--- config.mk ---
export PLATFORM = sky130hd
export DESIGN_NAME = pps_stamper
export DESIGN_NICKNAME = d
export VERILOG_FILES = /design/src/rtl/pps_stamper.sv
export SDC_FILE = /design/constraint.sdc
export NUM_CORES = 1
export LEC_CHECK = 0
export BUFFER_PORTS_ARGS = -buffer_cell sky130_fd_sc_hd__buf_2
export CORE_MARGIN = 5
export CORE_UTILIZATION = 62
export CTS_BUF_LIST = sky130_fd_sc_hd__clkbuf_8
export CTS_CLUSTER_DIAMETER = 150
export DETAILED_ROUTE_END_ITERATION = 7
export PLACE_DENSITY = 0.91
export SLEW_MARGIN = 15
export SYNTH_ARGS = -nofsm -noshare
export SYNTH_HDL_FRONTEND = slang
export SYNTH_SLANG_ARGS = --single-unit
--- constraint.sdc ---
create_clock -name clk -period 2.6 [get_ports clk]
set_clock_uncertainty 0.1 [all_clocks]
set_input_delay 0.13 -clock clk [delete_from_list [all_inputs] [get_ports clk]]
set_output_delay 0.13 -clock clk [all_outputs]
set_load 0.05 [all_outputs]
--- src/rtl/pps_stamper.sv ---
module pps_stamper #(
  parameter int CNT_W = 16,
  parameter int DIV   = 4
) (
  input  logic             clk,
  input  logic             rst_n,
  input  logic             pulse_in,
  input  logic             poll,
  input  logic             mode_en,
  input  logic             echo_inv,
  output logic             ts_valid,
  output logic [CNT_W-1:0] ts_value,
  output logic             echo_out
);
  localparam int DW = (DIV > 1) ? $clog2(DIV) : 1;

  logic [DW-1:0]    div_q;
  logic [CNT_W-1:0] ref_q, ela_q;
  logic             s1_q, s2_q, s3_q;
  logic             prev_q, echo_q;

  wire tick   = (div_q == DW'(DIV - 1));
  wire rise   = s2_q & ~s3_q;
  wire take   = poll & mode_en;
  wire ev_up  = take & s3_q & ~prev_q;
  wire ev_dn  = take & ~s3_q & prev_q;

  always_ff @(posedge clk) begin
    if (!rst_n) begin
      div_q <= '0;
      ref_q <= '0;
      ela_q <= '0;
      s1_q  <= 1'b0;
      s2_q  <= 1'b0;
      s3_q  <= 1'b0;
    end else begin
      div_q <= tick ? '0 : div_q + 1'b1;
      s1_q  <= pulse_in;
      s2_q  <= s1_q;
      s3_q  <= s2_q;
      if (tick) ref_q <= ref_q + 1'b1;
      if (rise)      ela_q <= '0;
      else if (tick) ela_q <= ela_q + 1'b1;
    end
  end

  always_ff @(posedge clk) begin
    if (!rst_n) begin
      prev_q   <= 1'b0;
      echo_q   <= 1'b0;
      ts_valid <= 1'b0;
      ts_value <= '0;
    end else begin
      ts_valid <= ev_up;
      if (take)  prev_q   <= s3_q;
      if (ev_up) begin
        ts_value <= ref_q - ela_q;
        echo_q   <= 1'b1;
      end
      if (ev_dn) echo_q <= 1'b0;
    end
  end

  assign echo_out = echo_q ^ echo_inv;

  AST_VALID_ONE_CYCLE: assert property (@(posedge clk) disable iff (!rst_n) ts_valid |=> !ts_valid);
  AST_VALID_NEEDS_POLL: assert property (@(posedge clk) disable iff (!rst_n) ts_valid |-> $past(poll && mode_en));
  AST_ELAPSED_RESTART: assert property (@(posedge clk) disable iff (!rst_n) $rose(s3_q) |-> (ela_q == '0));
  AST_STAMP_HOLD: assert property (@(posedge clk) disable iff (!rst_n) !ts_valid |-> $stable(ts_value));
  AST_ECHO_HOLD: assert property (@(posedge clk) disable iff (!rst_n) !$past(mode_en) |-> $stable(echo_q));
  AST_REF_IDLE: assert property (@(posedge clk) disable iff (!rst_n) !$past(tick) |-> $stable(ref_q));
endmodule

==> flow_metrics.env, run 1 <==
export IMPL_regArea_mm2=0.00112
export IMPL_htree_levels=2
export IMPL_busiest_layer="met2"
export IMPL_tightestPinTransition_ns=0.502
export IMPL_yosysMostFrequentCell="dfxtp_1"
export IMPL_die_w_um=79.4
export IMPL_synth_area_mm2=0.00299
export IMPL_worst_setup_path_end_kind="flop"
export IMPL_vias=2481
export IMPL_hold_violations=0
export IMPL_clock_sinks=56
export IMPL_timing_hold_ws_ns=0.0616
export IMPL_cts_setup_buffers=0
export IMPL_clk_latency_ns=0.30
export IMPL_io_buffers=23
export IMPL_gp_congestion=0.907
export IMPL_use_met3_pct=3.72
export IMPL_finalCriticalPeriod_ns=2.33
export IMPL_hp_class="in2reg"
export IMPL_grt_util_met1_pct=25.5
export IMPL_cap_violations=0
export IMPL_ys_flop_type="dfxtp_1"
export IMPL_layout_nets=398
export IMPL_tns_ns=0
export IMPL_first_global_vias=2434
export IMPL_ys_seq_area_share_pct=37.5
export IMPL_syn_to_final_growth_pct=8.92
export IMPL_multi_input_area_mm2=0.00175
export IMPL_critPathArrivalTime_ns=2.43
export IMPL_fin_ws_ns=0.270
export IMPL_root_buffer="clkbuf_8"
export IMPL_syn_inst=348
export IMPL_initial_utilization_pct=63.7
export IMPL_syn_num_nets=373
export IMPL_grt_overflow_total=0
export IMPL_grt_use_met2_pct=37.1
export IMPL_synth_edf_count=0
export IMPL_yosysUniqueCellTypes=42
export IMPL_yosys_top_cells_count="dfxtp_1 (56), nand2_1 (39), xnor2_1 (32), nor2_1 (25), inv_1 (23)"
export IMPL_clk_pin_slew_ns=0.09
export IMPL_power_density_mw_per_mm2=446
export IMPL_critical_path_class="reg2reg"
export IMPL_rows=25
export IMPL_viasPerCell=5.80
export IMPL_drt_first_iter_violations=211
export IMPL_n_antenna_cell=0
export IMPL_dp_hpwl_um=4600
export IMPL_wl_per_cell_um=14.6
export IMPL_critPathLaunchType="flop"
export IMPL_firstDrtPassIters=4
export IMPL_status="finished, final reports clean"
export IMPL_die_area_mm2=0.00631
export IMPL_rrSetupSlack_ns=0.27
export IMPL_cp_data_required_time_ns=2.70
export IMPL_fillers=364
export IMPL_peakVddDrop_mv=0.309
export IMPL_rsz0062_at_grt="false"
export IMPL_synth_top_area_share_pct=37.5
export IMPL_numCtsBuffers=5
export IMPL_synth_top_area_cell="dfxtp_1"
export IMPL_total_leakage_power_uw=0.00135
export IMPL_power_total_uw=1450
export IMPL_ys_warn_count=0
export IMPL_drive_above_1_share_pct=11.0
export IMPL_cts_buffer_depth=2
export IMPL_fmaxAchievable_mhz=429
export IMPL_yosys_top_cells_area="dfxtp_1 (38%), xnor2_1 (9.4%), ha_1 (7.5%)"
export IMPL_avgSynthCellArea_um2=8.58
export IMPL_pre_cts_ws_ns=0.330
export IMPL_coreArea_mm2=0.00469
export IMPL_ys_async_sr_fraction_pct=0
export IMPL_wl_um=6270
export IMPL_min_period_over_period_pct=89.6
export IMPL_grt_pass1_wl_um=10800
export IMPL_final_antenna_net_count=0
export IMPL_grtUsageTotal_pct=21.3
export IMPL_slew_viol_final=0
export IMPL_die_h_um=79.4
export IMPL_drcViolationCount=0
export IMPL_setup_viol=0
export IMPL_cts_tree="done"
export IMPL_crit_fanout=5
export IMPL_slew_limit_headroom_pct=66.6
export IMPL_ys_ff_latch=56
export IMPL_grt_antenna_before_repair=0
export IMPL_grt_max_degree=36
export IMPL_io_pins=24
## where the power goes
group | switching, uW | internal [uW] | total, uW
clock network | 261 | 210 | 471
registers | 7.72 | 867 | 875
logic | 59.3 | 44.5 | 104
## through the flow
stage / cells / area, um2 / utilization, %
2_1_floorplan: 348 / 2990 / -
6_report: 428 / 3250 / 69.3
4_1_cts: 428 / 3250 / 69.3
3_3_place_gp: 419 / 3150 / 67.2
3_5_place_dp: 419 / 3150 / 67.2
5_1_grt: 428 / 3250 / 69.3
## worst paths after layout
kind	startpoint	endpoint	cells after the start
worst max-delay path	ref_q[0]	ts_value[8]	9
worst min-delay path	mode_en	prev_q	4
worst max register to register	ref_q[0]	ts_value[8]	9
worst min register to register	div_q[0]	div_q[0]	1
## flip-flops by register name (all words and copies together), names as in the netlist
| signal | count |
|---|---|
| div_q | 2 |
| echo_q | 1 |
| ts_valid | 1 |
| s3_q | 1 |
| prev_q | 1 |
| ts_value | 16 |
| s1_q | 1 |
| ref_q | 16 |
| s2_q | 1 |
| ela_q | 16 |
## cell type report
type / instances / share of cell area, %
clock buffer: 6 / 2.54
tap: 54 / 2.08
timing repair buffer: 26 / 4.31
clock inverter: 2 / 0.231
sequential: 56 / 34.5
multi-input combinational: 261 / 53.7
inverter: 23 / 2.65
## critical path: stages, from the launching register on
cell and delay (ns):
dfxtp_1 0.42, inv_1 0.06, ha_1 0.25, fa_1 0.43, nor2b_1 0.24, o31ai_1 0.12
a21oi_1 0.23, xnor2_1 0.14, o21ai_0 0.08, and2_1 0.16
## cell usage in the layout, fill, tap and decap left out, types with 7 or more instances in the layout
cell / n
nor3_1: 7
and2_1: 18
inv_1: 25
xnor2_1: 32
nor2_1: 25
dfxtp_1: 56
nand2_1: 39
a21oi_1: 12
nand4_1: 12
a21boi_0: 7
buf_2: 23
ha_1: 18
o21ai_0: 18
## metal layers
layer,vias up,share of wire [%]
met5,-,0
met4,0,2.7
met3,18,5.6
met2,78,48
met1,1141,43
li1,1244,-
## timing repair
item,4_1_cts,5_1_grt
hold endpoints to repair,1,0
gates resized for setup,0,0
hold buffers,1,0
## cell families after synthesis
kind of cell	synth area share [%]
AO/OA/AOI/OAI	16.3
buffers and inverters	3.94
AND/OR/NAND/NOR	22.2
flip-flops	37.5
adder cells (fa/ha/maj)	8.21
XOR/XNOR	11.1
multiplexers	0.670
No activity file was read; power rests on OpenSTA's default activity.
==> run 2, diff against run 1 <==
- CORE_UTILIZATION: 62 -> 50
- PLACE_DENSITY: 0.91 -> 0.77
==> flow_metrics.env, run 2 (synthesis gave the netlist of run 1 again) <==
export IMPL_multi_input_area_mm2=0.00175
export IMPL_die_w_um=87.3
export IMPL_grt_pass1_wl_um=10300
export IMPL_numCtsBuffers=5
export IMPL_viasPerCell=5.36
export IMPL_critPathArrivalTime_ns=2.48
export IMPL_regArea_mm2=0.00112
export IMPL_fillers=545
export IMPL_cts_setup_buffers=0
export IMPL_slew_limit_headroom_pct=67.3
export IMPL_htree_levels=2
export IMPL_gp_congestion=0.927
export IMPL_dp_hpwl_um=4560
export IMPL_cp_cell_sequence="inv_1, ha_1, fa_1, nor2b_1, o31ai_1, a211oi_1, nor2_1, xor2_1, o21ai_0"
export IMPL_holdPathStages=4
export IMPL_syn_to_final_growth_pct=10.5
export IMPL_n_antenna_cell=0
export IMPL_finalCriticalPeriod_ns=2.39
export IMPL_worst_setup_path_end_kind="flop"
export IMPL_grt_antenna_before_repair=0
export IMPL_fmaxAchievable_mhz=419
export IMPL_stdcell_area_mm2=0.00330
export IMPL_power_density_mw_per_mm2=469
export IMPL_die_area_mm2=0.00762
export IMPL_r2r_cells=9
export IMPL_tns_ns=0
export IMPL_die_h_um=87.3
export IMPL_vias=2408
export IMPL_ctsResizeCount=0
export IMPL_slowest_stage="dfxtp_1"
export IMPL_rsz0062_at_grt="false"
export IMPL_wl_per_cell_um=13.2
export IMPL_drt_first_iter_violations=114
export IMPL_io_buffers=23
export IMPL_cts_tree="done"
export IMPL_clk_latency_ns=0.31
export IMPL_clock_sinks=56
export IMPL_setup_viol=0
export IMPL_critPathLaunchType="flop"
export IMPL_crit_fanout=5
export IMPL_rrSetupSlack_ns=0.21
export IMPL_max_stage_delay_ns=0.43
export IMPL_cap_violations=0
export IMPL_final_common_cell="dfxtp_1"
export IMPL_hp_start="mode_en"
export IMPL_r2r_start="ref_q[0]"
export IMPL_firstDrtPassIters=4
export IMPL_min_period_over_period_pct=91.7
export IMPL_final_antenna_net_count=0
export IMPL_clk_pin_slew_ns=0.10
export IMPL_final_cell_mix="dfxtp_1 (56), nand2_1 (39), xnor2_1 (32), nor2_1 (25), inv_1 (24)"
export IMPL_drive_above_1_share_pct=11.2
export IMPL_peakVddDrop_mv=0.226
export IMPL_hold_violations=0
export IMPL_rows=28
export IMPL_cts_buffer_depth=2
export IMPL_dpl_instance_area_mm2=0.00318
export IMPL_drcViolationCount=0
export IMPL_grt_max_degree=36
export IMPL_status="finished, final reports clean"
export IMPL_reg_top3="ela_q: 16 flops, ref_q: 16 flops, ts_value: 16 flops"
export IMPL_power_total_uw=1550
export IMPL_wl_um=5940
export IMPL_layout_nets=398
export IMPL_slew_viol_final=0
export IMPL_timing_rr_end="ts_value[12]"
export IMPL_critical_path_class="reg2reg"
export IMPL_min_to="prev_q"
export IMPL_cp_data_required_time_ns=2.69
export IMPL_root_buffer="clkbuf_8"
export IMPL_tightestPinTransition_ns=0.491
export IMPL_io_pins=24
export IMPL_total_leakage_power_uw=0.00135
export IMPL_coreArea_mm2=0.00585
export IMPL_grtUsageTotal_pct=16.7
export IMPL_hp_class="in2reg"
export IMPL_grt_overflow_total=0
export IMPL_first_global_vias=2375
export IMPL_initial_utilization_pct=51.0
[run 2: cell types whose count changed in the layout (fill, tap and decap cells not counted)]
cell,delta
inv_1,-1
inv_6,+1
bufinv_16,+1
clkbuf_8,-1
[run 2: worst max-delay path: cells and delay by family, from the launching register on]
family,cells,cell delay [ns]
buf+inv,1,0.07
xor+xnor,1,0.18
compound gates,3,0.49
fa+ha+maj,2,0.68
simple gates,2,0.30
flops,1,0.43
[run 2: routing by layer]
metal,vias up,global-route usage [%],share of wire [%]
met5,-,0,0
met4,0,7.53,1.9
met3,9,1.80,3.2
met2,49,28.4,48
met1,1102,21.2,47
li1,1248,-,-
[run 2: layout make-up]
class	instances	area share, %
well taps	75	2.84
repair buffers	26	4.25
inverters	23	2.62
multi-input cells	261	53.0
flip-flops and latches	56	34.0
clock buffers	5	2.08
clock inverters	3	1.29
[run 2: how the worst max path moves through the flow]
stage	from	endpoint
global route	ref_q[0]	ts_value[8]
global placement	ref_q[0]	ts_value[12]
detailed placement	ref_q[0]	ts_value[12]
CTS	ref_q[0]	ts_value[12]
floorplan	ref_q[0]	ts_value[8]
finish	ref_q[0]	ts_value[12]
[run 2: report_power, final]
| part | leakage [uW] | switching (uW) | internal [uW] |
|---|---|---|---|
| clock network | 0.0000599 | 284 | 288 |
| logic | 0.000840 | 58.5 | 44.4 |
| registers | 0.000452 | 7.91 | 868 |
| total | 0.00135 | 350 | 1200 |
[run 2: what timing repair did]
action | in CTS | in global routing
hold buffers | 1 | 0
endpoints found under the hold margin | 1 | 0
setup endpoints to repair | 0 | 0
[run 2: through the flow]
stage | std cells | utilization [%] | hold slack [ns] | setup WS, ns
3_3_place_gp | 440 | 54.3 | 0.235 | 0.360
3_5_place_dp | 440 | 54.3 | 0.238 | 0.346
2_1_floorplan | 348 | - | 0.157 | 0.516
4_1_cts | 449 | 56.4 | 0.0443 | 0.298
5_1_grt | 449 | 56.4 | 0.0782 | 0.0816
6_report | 449 | 56.4 | 0.0538 | 0.215
